==> src/rtl/sbr_pkg.sv <==
package sbr_pkg;

    typedef enum logic [1:0] {
        ST_IDLE  = 2'd0,
        ST_LINK  = 2'd1,
        ST_FLUSH = 2'd2,
        ST_HOLD  = 2'd3
    } sbr_state_e;

    typedef enum logic [1:0] {
        MD_NONE   = 2'd0,
        MD_HOT    = 2'd1,
        MD_DETECT = 2'd2
    } link_mode_e;

    localparam logic [1:0] KIND_SEC_MEM = 2'b00;
    localparam logic [1:0] KIND_CFG0    = 2'b01;
    localparam logic [1:0] KIND_CFG1    = 2'b10;
    localparam logic [1:0] KIND_SEC_MSG = 2'b11;

    typedef struct packed {
        sbr_state_e state;
        link_mode_e mode;
        logic       nsclr;
    } fsm_regs_t;

    typedef struct packed {
        logic accept;
        logic ur;
    } filt_regs_t;

endpackage

==> src/rtl/sbr_fsm.sv <==
module sbr_fsm
    import sbr_pkg::*;
(
    input  logic clk,
    input  logic rst_n,
    input  logic ctl_sbr_i,
    input  logic link_up_i,
    input  logic link_disabled_i,
    input  logic flush_done_i,
    output logic in_reset_o,
    output logic hot_reset_o,
    output logic force_detect_o,
    output logic flush_req_o,
    output logic nonsticky_clr_o
);

    fsm_regs_t r_q, r_d;

    always_comb begin
        r_d       = r_q;
        r_d.nsclr = 1'b0;
        unique case (r_q.state)
            ST_IDLE: begin
                if (ctl_sbr_i) begin
                    r_d.state = ST_LINK;
                    if (link_disabled_i)  r_d.mode = MD_DETECT;
                    else if (link_up_i)   r_d.mode = MD_HOT;
                    else                  r_d.mode = MD_NONE;
                end
            end
            ST_LINK: begin
                r_d.state = ST_FLUSH;
                r_d.nsclr = 1'b1;
            end
            ST_FLUSH: begin
                if (flush_done_i) begin
                    if (ctl_sbr_i) r_d.state = ST_HOLD;
                    else begin
                        r_d.state = ST_IDLE;
                        r_d.mode  = MD_NONE;
                    end
                end
            end
            ST_HOLD: begin
                if (!ctl_sbr_i) begin
                    r_d.state = ST_IDLE;
                    r_d.mode  = MD_NONE;
                end
            end
            default: r_d.state = ST_IDLE;
        endcase
    end

    always_ff @(posedge clk or negedge rst_n) begin
        if (!rst_n) begin
            r_q.state <= ST_IDLE;
            r_q.mode  <= MD_NONE;
            r_q.nsclr <= 1'b0;
        end else begin
            r_q <= r_d;
        end
    end

    assign in_reset_o      = (r_q.state != ST_IDLE);
    assign hot_reset_o     = (r_q.state == ST_HOLD) && (r_q.mode == MD_HOT);
    assign force_detect_o  = (r_q.state == ST_LINK) && (r_q.mode == MD_DETECT);
    assign flush_req_o     = (r_q.state == ST_FLUSH);
    assign nonsticky_clr_o = r_q.nsclr;

    // clear strobe lasts a single cycle
    p_nsclr_single_r5: assert property (@(posedge clk) disable iff (!rst_n)
        nonsticky_clr_o |=> !nonsticky_clr_o);

    // flush held until completion
    p_flush_wait_r5: assert property (@(posedge clk) disable iff (!rst_n)
        (flush_req_o && !flush_done_i) |=> flush_req_o);

    // never both link actions
    p_link_excl_r4: assert property (@(posedge clk) disable iff (!rst_n)
        !(hot_reset_o && force_detect_o));

    // hold persists while the bit is set
    p_hold_keep_r6: assert property (@(posedge clk) disable iff (!rst_n)
        (r_q.state == ST_HOLD && ctl_sbr_i) |=> (r_q.state == ST_HOLD));

    // early clear returns directly to idle
    p_early_exit_r7: assert property (@(posedge clk) disable iff (!rst_n)
        (flush_req_o && flush_done_i && !ctl_sbr_i) |=> !in_reset_o);

endmodule

==> src/rtl/sbr_req_filter.sv <==
module sbr_req_filter
    import sbr_pkg::*;
(
    input  logic       clk,
    input  logic       rst_n,
    input  logic       in_reset_i,
    input  logic       req_valid_i,
    input  logic [1:0] req_kind_i,
    output logic       req_accept_o,
    output logic       req_ur_o
);

    filt_regs_t f_q, f_d;
    logic       own_cfg;

    always_comb begin
        own_cfg   = (req_kind_i == KIND_CFG0);
        f_d.accept = req_valid_i && (!in_reset_i || own_cfg);
        f_d.ur     = req_valid_i && in_reset_i && !own_cfg;
    end

    always_ff @(posedge clk or negedge rst_n) begin
        if (!rst_n) begin
            f_q.accept <= 1'b0;
            f_q.ur     <= 1'b0;
        end else begin
            f_q <= f_d;
        end
    end

    assign req_accept_o = f_q.accept;
    assign req_ur_o     = f_q.ur;

    // a response is never both accepted and unsupported
    p_resp_excl_r8: assert property (@(posedge clk) disable iff (!rst_n)
        !(req_accept_o && req_ur_o));

    // every valid request gets a response next cycle
    p_resp_follow_r9: assert property (@(posedge clk) disable iff (!rst_n)
        req_valid_i |=> (req_accept_o || req_ur_o));

    // no response without a request
    p_no_spurious_r9: assert property (@(posedge clk) disable iff (!rst_n)
        !req_valid_i |=> !(req_accept_o || req_ur_o));

endmodule

==> src/rtl/sbr_port_slice.sv <==
module sbr_port_slice
    import sbr_pkg::*;
(
    input  logic       clk,
    input  logic       rst_n,
    input  logic       ctl_sbr_i,
    input  logic       link_up_i,
    input  logic       link_disabled_i,
    input  logic       flush_done_i,
    input  logic       req_valid_i,
    input  logic [1:0] req_kind_i,
    output logic       in_reset_o,
    output logic       hot_reset_o,
    output logic       force_detect_o,
    output logic       flush_req_o,
    output logic       nonsticky_clr_o,
    output logic       req_accept_o,
    output logic       req_ur_o
);

    logic in_reset_w;

    sbr_fsm u_fsm (
        .clk             (clk),
        .rst_n           (rst_n),
        .ctl_sbr_i       (ctl_sbr_i),
        .link_up_i       (link_up_i),
        .link_disabled_i (link_disabled_i),
        .flush_done_i    (flush_done_i),
        .in_reset_o      (in_reset_w),
        .hot_reset_o     (hot_reset_o),
        .force_detect_o  (force_detect_o),
        .flush_req_o     (flush_req_o),
        .nonsticky_clr_o (nonsticky_clr_o)
    );

    sbr_req_filter u_filt (
        .clk          (clk),
        .rst_n        (rst_n),
        .in_reset_i   (in_reset_w),
        .req_valid_i  (req_valid_i),
        .req_kind_i   (req_kind_i),
        .req_accept_o (req_accept_o),
        .req_ur_o     (req_ur_o)
    );

    assign in_reset_o = in_reset_w;

    // hot reset only while in reset
    p_hot_in_reset_r2: assert property (@(posedge clk) disable iff (!rst_n)
        hot_reset_o |-> in_reset_o);

endmodule

==> src/rtl/sbr_sequencer.sv <==
module sbr_sequencer #(
    parameter int NUM_PORTS = 4
) (
    input  logic                   clk,
    input  logic                   rst_n,
    input  logic [NUM_PORTS-1:0]   ctl_sbr_i,
    input  logic [NUM_PORTS-1:0]   link_up_i,
    input  logic [NUM_PORTS-1:0]   link_disabled_i,
    input  logic [NUM_PORTS-1:0]   flush_done_i,
    input  logic [NUM_PORTS-1:0]   req_valid_i,
    input  logic [2*NUM_PORTS-1:0] req_kind_i,
    output logic [NUM_PORTS-1:0]   in_reset_o,
    output logic [NUM_PORTS-1:0]   hot_reset_o,
    output logic [NUM_PORTS-1:0]   force_detect_o,
    output logic [NUM_PORTS-1:0]   flush_req_o,
    output logic [NUM_PORTS-1:0]   nonsticky_clr_o,
    output logic [NUM_PORTS-1:0]   req_accept_o,
    output logic [NUM_PORTS-1:0]   req_ur_o
);

    localparam int KIND_W = 2;

    for (genvar p = 0; p < NUM_PORTS; p++) begin : g_port
        sbr_port_slice u_slice (
            .clk             (clk),
            .rst_n           (rst_n),
            .ctl_sbr_i       (ctl_sbr_i[p]),
            .link_up_i       (link_up_i[p]),
            .link_disabled_i (link_disabled_i[p]),
            .flush_done_i    (flush_done_i[p]),
            .req_valid_i     (req_valid_i[p]),
            .req_kind_i      (req_kind_i[p*KIND_W +: KIND_W]),
            .in_reset_o      (in_reset_o[p]),
            .hot_reset_o     (hot_reset_o[p]),
            .force_detect_o  (force_detect_o[p]),
            .flush_req_o     (flush_req_o[p]),
            .nonsticky_clr_o (nonsticky_clr_o[p]),
            .req_accept_o    (req_accept_o[p]),
            .req_ur_o        (req_ur_o[p])
        );

        // a port without a request bit never enters reset on its own
        p_isolated_r10: assert property (@(posedge clk) disable iff (!rst_n)
            (!ctl_sbr_i[p] && !in_reset_o[p]) |=> !in_reset_o[p]);
    end

endmodule

==> config.mk <==
export PLATFORM = sky130hd
export DESIGN_NAME = sbr_sequencer
export DESIGN_NICKNAME = d
export VERILOG_FILES = /design/src/rtl/sbr_pkg.sv /design/src/rtl/sbr_fsm.sv /design/src/rtl/sbr_req_filter.sv /design/src/rtl/sbr_port_slice.sv /design/src/rtl/sbr_sequencer.sv
export SDC_FILE = /design/constraint.sdc
export NUM_CORES = 1
export LEC_CHECK = 0
export CAP_MARGIN = 0
export CORE_ASPECT_RATIO = 0.9
export CORE_MARGIN = 5
export CORE_UTILIZATION = 45
export DETAILED_ROUTE_END_ITERATION = 16
export PLACE_DENSITY_LB_ADDON = 0.2
export SETUP_SLACK_MARGIN = 0.02
export SLEW_MARGIN = 40
export SYNTH_ARGS = -nofsm -noshare
export SYNTH_HDL_FRONTEND = slang
export SYNTH_SLANG_ARGS = --single-unit
==> constraint.sdc <==
create_clock -name clk -period 3 [get_ports clk]
set_input_delay 0.3 -clock clk [delete_from_list [all_inputs] [get_ports clk]]
set_output_delay 0.3 -clock clk [all_outputs]
set_load 0.1 [all_outputs]
* Yosys cells after proc, flatten, opt, wreduce, memory -nomap -nowiden
Cells that the tools add are included.
** Word-level totals
- Bits of input ports :: 30
- Output and inout bits :: 28
- Bits in registers :: 28
** Operators by class
- Eq/ne operators :: 40
- Reductions and logical operators :: 52
- Mux-type cells :: 40
** Operator list (count)
- 4-bit two-way mux :: 12
- 2-bit != test (second input constant) :: 16
- 2-bit one-hot mux with 4 select lines :: 4
- 2-bit by 1-bit equality test with 1-bit output (second input constant) :: 12
- 2-bit equality test (second input constant) :: 12
- 2-bit two-way mux :: 12
- 2-bit one-hot mux with 3 select lines :: 4
- 1-bit logical AND :: 20
- 5-bit AND reduction :: 4
- 3-bit AND reduction :: 4
- 3-bit nonzero test :: 4
- 1-bit zero test :: 8
- 2-bit zero test :: 4
- 1-bit two-way mux :: 8
- 2-bit nonzero test :: 4
- 1-bit logical OR :: 4

* Depth between registers and ports, before layout
- Depth after elaboration :: 4
- Mapped depth :: 3

* By module
Synthesis repeated with hierarchy kept, for this count alone.
** Unflattened totals
- Cell total of the unflattened synthesis :: 124
- Area, all modules :: 1301.2 µm²
** By module, submodules not included
- sbr_fsm :: seq. area each 125.1 µm², cells each 26, area each 255.2 µm², instances 4
- sbr_req_filter :: seq. area each 50.0 µm², cells each 5, area each 70.1 µm², instances 4

* Worst setup path before layout
Ideal clock, no wire load.
- Kind :: reg2out
- Start point :: register g_port[0].u_slice.u_fsm.r_q[4] (netlist name)
- End point :: output port force_detect_o[0]
- Cell stages (with the launch flop) :: 4
- Arrival time :: 1.091 ns
- Setup slack :: 1.609 ns
- Required time :: 2.700 ns
- Cells stage by stage :: dfrtp_1 -> nand2b_1 -> nor3b_1 -> buf_4
** Between the ends
- Longest elaborated chain between the ends :: 2
** Ends and longest elaborated chain
- from (decl) :: line sbr_fsm.sv:17 : fsm_regs_t r_q, r_d;
- from (signal assigned) :: line sbr_fsm.sv:60 : r_q <= r_d;
- 2-bit by 1-bit equality test with 1-bit output :: line sbr_fsm.sv:66 : assign force_detect_o = (r_q.state == ST_LINK) && (r_q.mode == MD_DETECT);
- 1-bit logical AND :: line sbr_fsm.sv:66
- to (decl) :: line sbr_sequencer.sv:14 : output logic [NUM_PORTS-1:0] force_detect_o,
No other way between the ends.

* Worst setup path in the final report
Same ends and word-level chain as after synthesis.

==> reports/metrics.yaml <==
grt:
  grt_usage_pct: 11.4
  grt_pass1_wl_um: 4280
  first_global_vias: 1031
  grt_overflow: 0
  antenna_found_initial: 0
  grt_max_degree: 29
worst_setup_path:
  worstSetupEndpointType: "primary output"
  startpoint: "g_port[0].u_slice.u_fsm.r_q[4]"
  worstPathRequired_ns: 2.70
  reg2reg_slack_ns: 1.88
  crit_path_end: "force_detect_o[0]"
  cp_top_family: "flip-flops"
  r2r_end: "g_port[2].u_slice.u_fsm.r_q[1]"
  cp.depth: 3
  timing.critical_path.buf_inv: 1
  path_class: "reg2out"
  crit_path_max_incr_delay_ns: 0.46
  cp_max_fo: 9
  r2r-start: "g_port[2].u_slice.u_fsm.r_q[4]"
  slowest_stage: "dfrtp_1"
  worst_ep_arrival_time_ns: 1.48
  reg2regPathDepth: 3
  start_kind: "flip-flop"
  worstPathCellList: "nand2b_1, nor3b_1, buf_4"
cts:
  cts-root-buf: "clkbuf_8"
  clk_pin_slew_worst_paths_ns: 0.08
  cts_made_buffers: 3
  cts_setup_buffers: 0
  cts_max_path_buffers: 2
  numClockSinks: 28
  cts_tree: "yes"
  postCtsResizedCells: 0
  cts_hold_buf: 0
  cts.htree.levels: 1
  worstSkewPairLatency_ns: 0.25
synth:
  syn_inst: 149
  syn_area_per_cell_um2: 9.94
  synth_nets: 179
  synth_cell_types: 24
  synth_seq_cells: 28
  syn_area_um2: 1480
  ys_warn_count: 0
  synth_seq_area_share_pct: 47.3
sta:
  worst_pin_slew_ns: 0.489
  setup_viol: 0
  final_hold_viol_count: 0
  fin_skew_ns: 0.00238
  tns_ns: 0
  setup_ws_ns: 1.22
  slew_headroom_pct: 67.6
  rsz0062_at_grt: "false"
  period_share_pct: 59.5
  report.final.slew_viol_count: 0
  timing.fmax_mhz: 560
  finalHoldWorstSlack_ns: 0.405
  period_needed_ns: 1.78
run:
  drv_cap: 0
cells_and_area:
  regArea_um2: 701
  multi_input_area_um2: 510
  antenna_cells: 0
  drive_gt1_share_pct: 19.8
  syn_to_final_growth_pct: 24.6
  fillCellCount: 273
  nets: 214
placed_design:
  dp_hpwl_um: 2060
  place_ws_ns: 1.49
  io_buffers: 57
  routabilityCongestion: 0.744
floorplanning:
  rows: 19
  core_um2: 3110
  die_h_um: 64.4
  die_w_um: 70.5
  io_pins: 58
  die-area_um2: 4540
  start_util_pct: 47.6
drt:
  drt_iter0_drc: 64
  routed_via_density: 4.58
  routed_wl_um: 2490
  drtPass1Iterations: 4
  antenna_left: 0
  vias: 1027
  wire_per_inst_um: 11.1
  drc_errors: 0
outcome:
  status: "complete, no violations"
min_path:
  hold_path_class: "in2async"
==> how the worst min path moves through the flow <==
stage	to	slack, ns	cells past startpoint	startpoint
2_1_floorplan	g_port[0].u_slice.u_filt.req_accept_o	0.004	0	rst_n
3_3_place_gp	g_port[3].u_slice.u_fsm.r_q[2]	0.49	1	g_port[3].u_slice.u_fsm.r_q[2]
3_5_place_dp	g_port[2].u_slice.u_fsm.r_q[2]	0.50	1	g_port[2].u_slice.u_fsm.r_q[2]
4_1_cts	g_port[0].u_slice.u_filt.req_ur_o	0.41	2	rst_n
5_1_grt	g_port[0].u_slice.u_filt.req_accept_o	0.43	2	rst_n
6_report	g_port[0].u_slice.u_filt.req_ur_o	0.40	2	rst_n
==> sequential cells by signal, indices dropped and copies added (netlist names) <==
register                              count
g_port.u_slice.u_filt.req_ur_o            4
g_port.u_slice.u_fsm.r_q                 16
g_port.u_slice.u_filt.req_accept_o        4
g_port.u_slice.u_fsm.nonsticky_clr_o      4
==> metal layers <==
layer  wire [um]  share of wire [%]  vias to the layer above  global-route usage [%]
met5           0                  0                        -                       0
met4          17               0.68                        0                    3.11
met3         189                7.6                        2                    3.40
met2        1170                 47                       34                    18.9
met1        1110                 45                      454                    14.4
li1            -                  -                      537                       -
==> cells by family (layout without fill, tap and decap cells) <==
kind of cell / count (synthesis) / after routing / synth area share [%]
multiplexers: 2 / 2 / 1.35
flip-flops: 28 / 28 / 47.3
AND/OR/NAND/NOR: 48 / 48 / 19.8
AO/OA/AOI/OAI: 27 / 27 / 13.3
buffers and inverters: 44 / 77 / 18.2
==> stage by stage <==
stage,instances,cell area [um^2],util (%)
floorplan,149,1480,-
global placement,221,1860,59.7
detailed placement,221,1800,57.9
CTS,224,1850,59.3
global route,224,1850,59.3
finish,224,1850,59.3
==> cell usage after synthesis (all sizes together) <==
library cell	count	area, um^2
nand2	9	33.8
o21ai	4	20.0
mux2i	2	20.0
nand3	1	5.00
buf	28	210
o21ba	1	10.0
and2	4	25.0
inv	16	60.1
nor2	8	32.5
a32o	2	20.0
nand2b	5	31.3
o2bb2ai	5	43.8
nor2b	9	56.3
and4b	4	40.0
a21boi	1	18.8
a21oi	10	50.1
a2bb2oi	3	26.3
dfrtp	28	701
or2	1	6.26
nor3b	5	42.5
a22o	1	8.76
nor4bb	2	20.0
==> layout by cell type (no fill, tap or decap), types with 4 or more instances in the layout <==
| cell | n |
|---|---|
| dfrtp_1 | 28 |
| o2bb2ai_1 | 5 |
| buf_2 | 11 |
| nand2b_1 | 5 |
| inv_1 | 16 |
| a21oi_1 | 10 |
| buf_4 | 18 |
| clkdlybuf4s50_1 | 29 |
| nor2b_1 | 9 |
| nand2_1 | 9 |
| and2_1 | 4 |
| nor2_1 | 7 |
| nor3b_1 | 4 |
| o21ai_0 | 4 |
| and4b_1 | 4 |
==> worst register-to-register path, cell delays in order, from the launching register on <==
cell and delay (ns):
dfrtp_1 0.45, nor3b_2 0.27, a21oi_1 0.09, a32o_1 0.21
==> layout make-up <==
class | instances | area share [%]
well taps | 42 | 2.85
inverters | 16 | 3.25
repair buffers | 58 | 26.0
multi-input cells | 77 | 27.7
flip-flops and latches | 28 | 38.0
clock buffers | 3 | 2.24
Power is left out: the tool's default activity adds up to more than one toggle a clock period on the data nets, which glitch-free logic cannot reach.
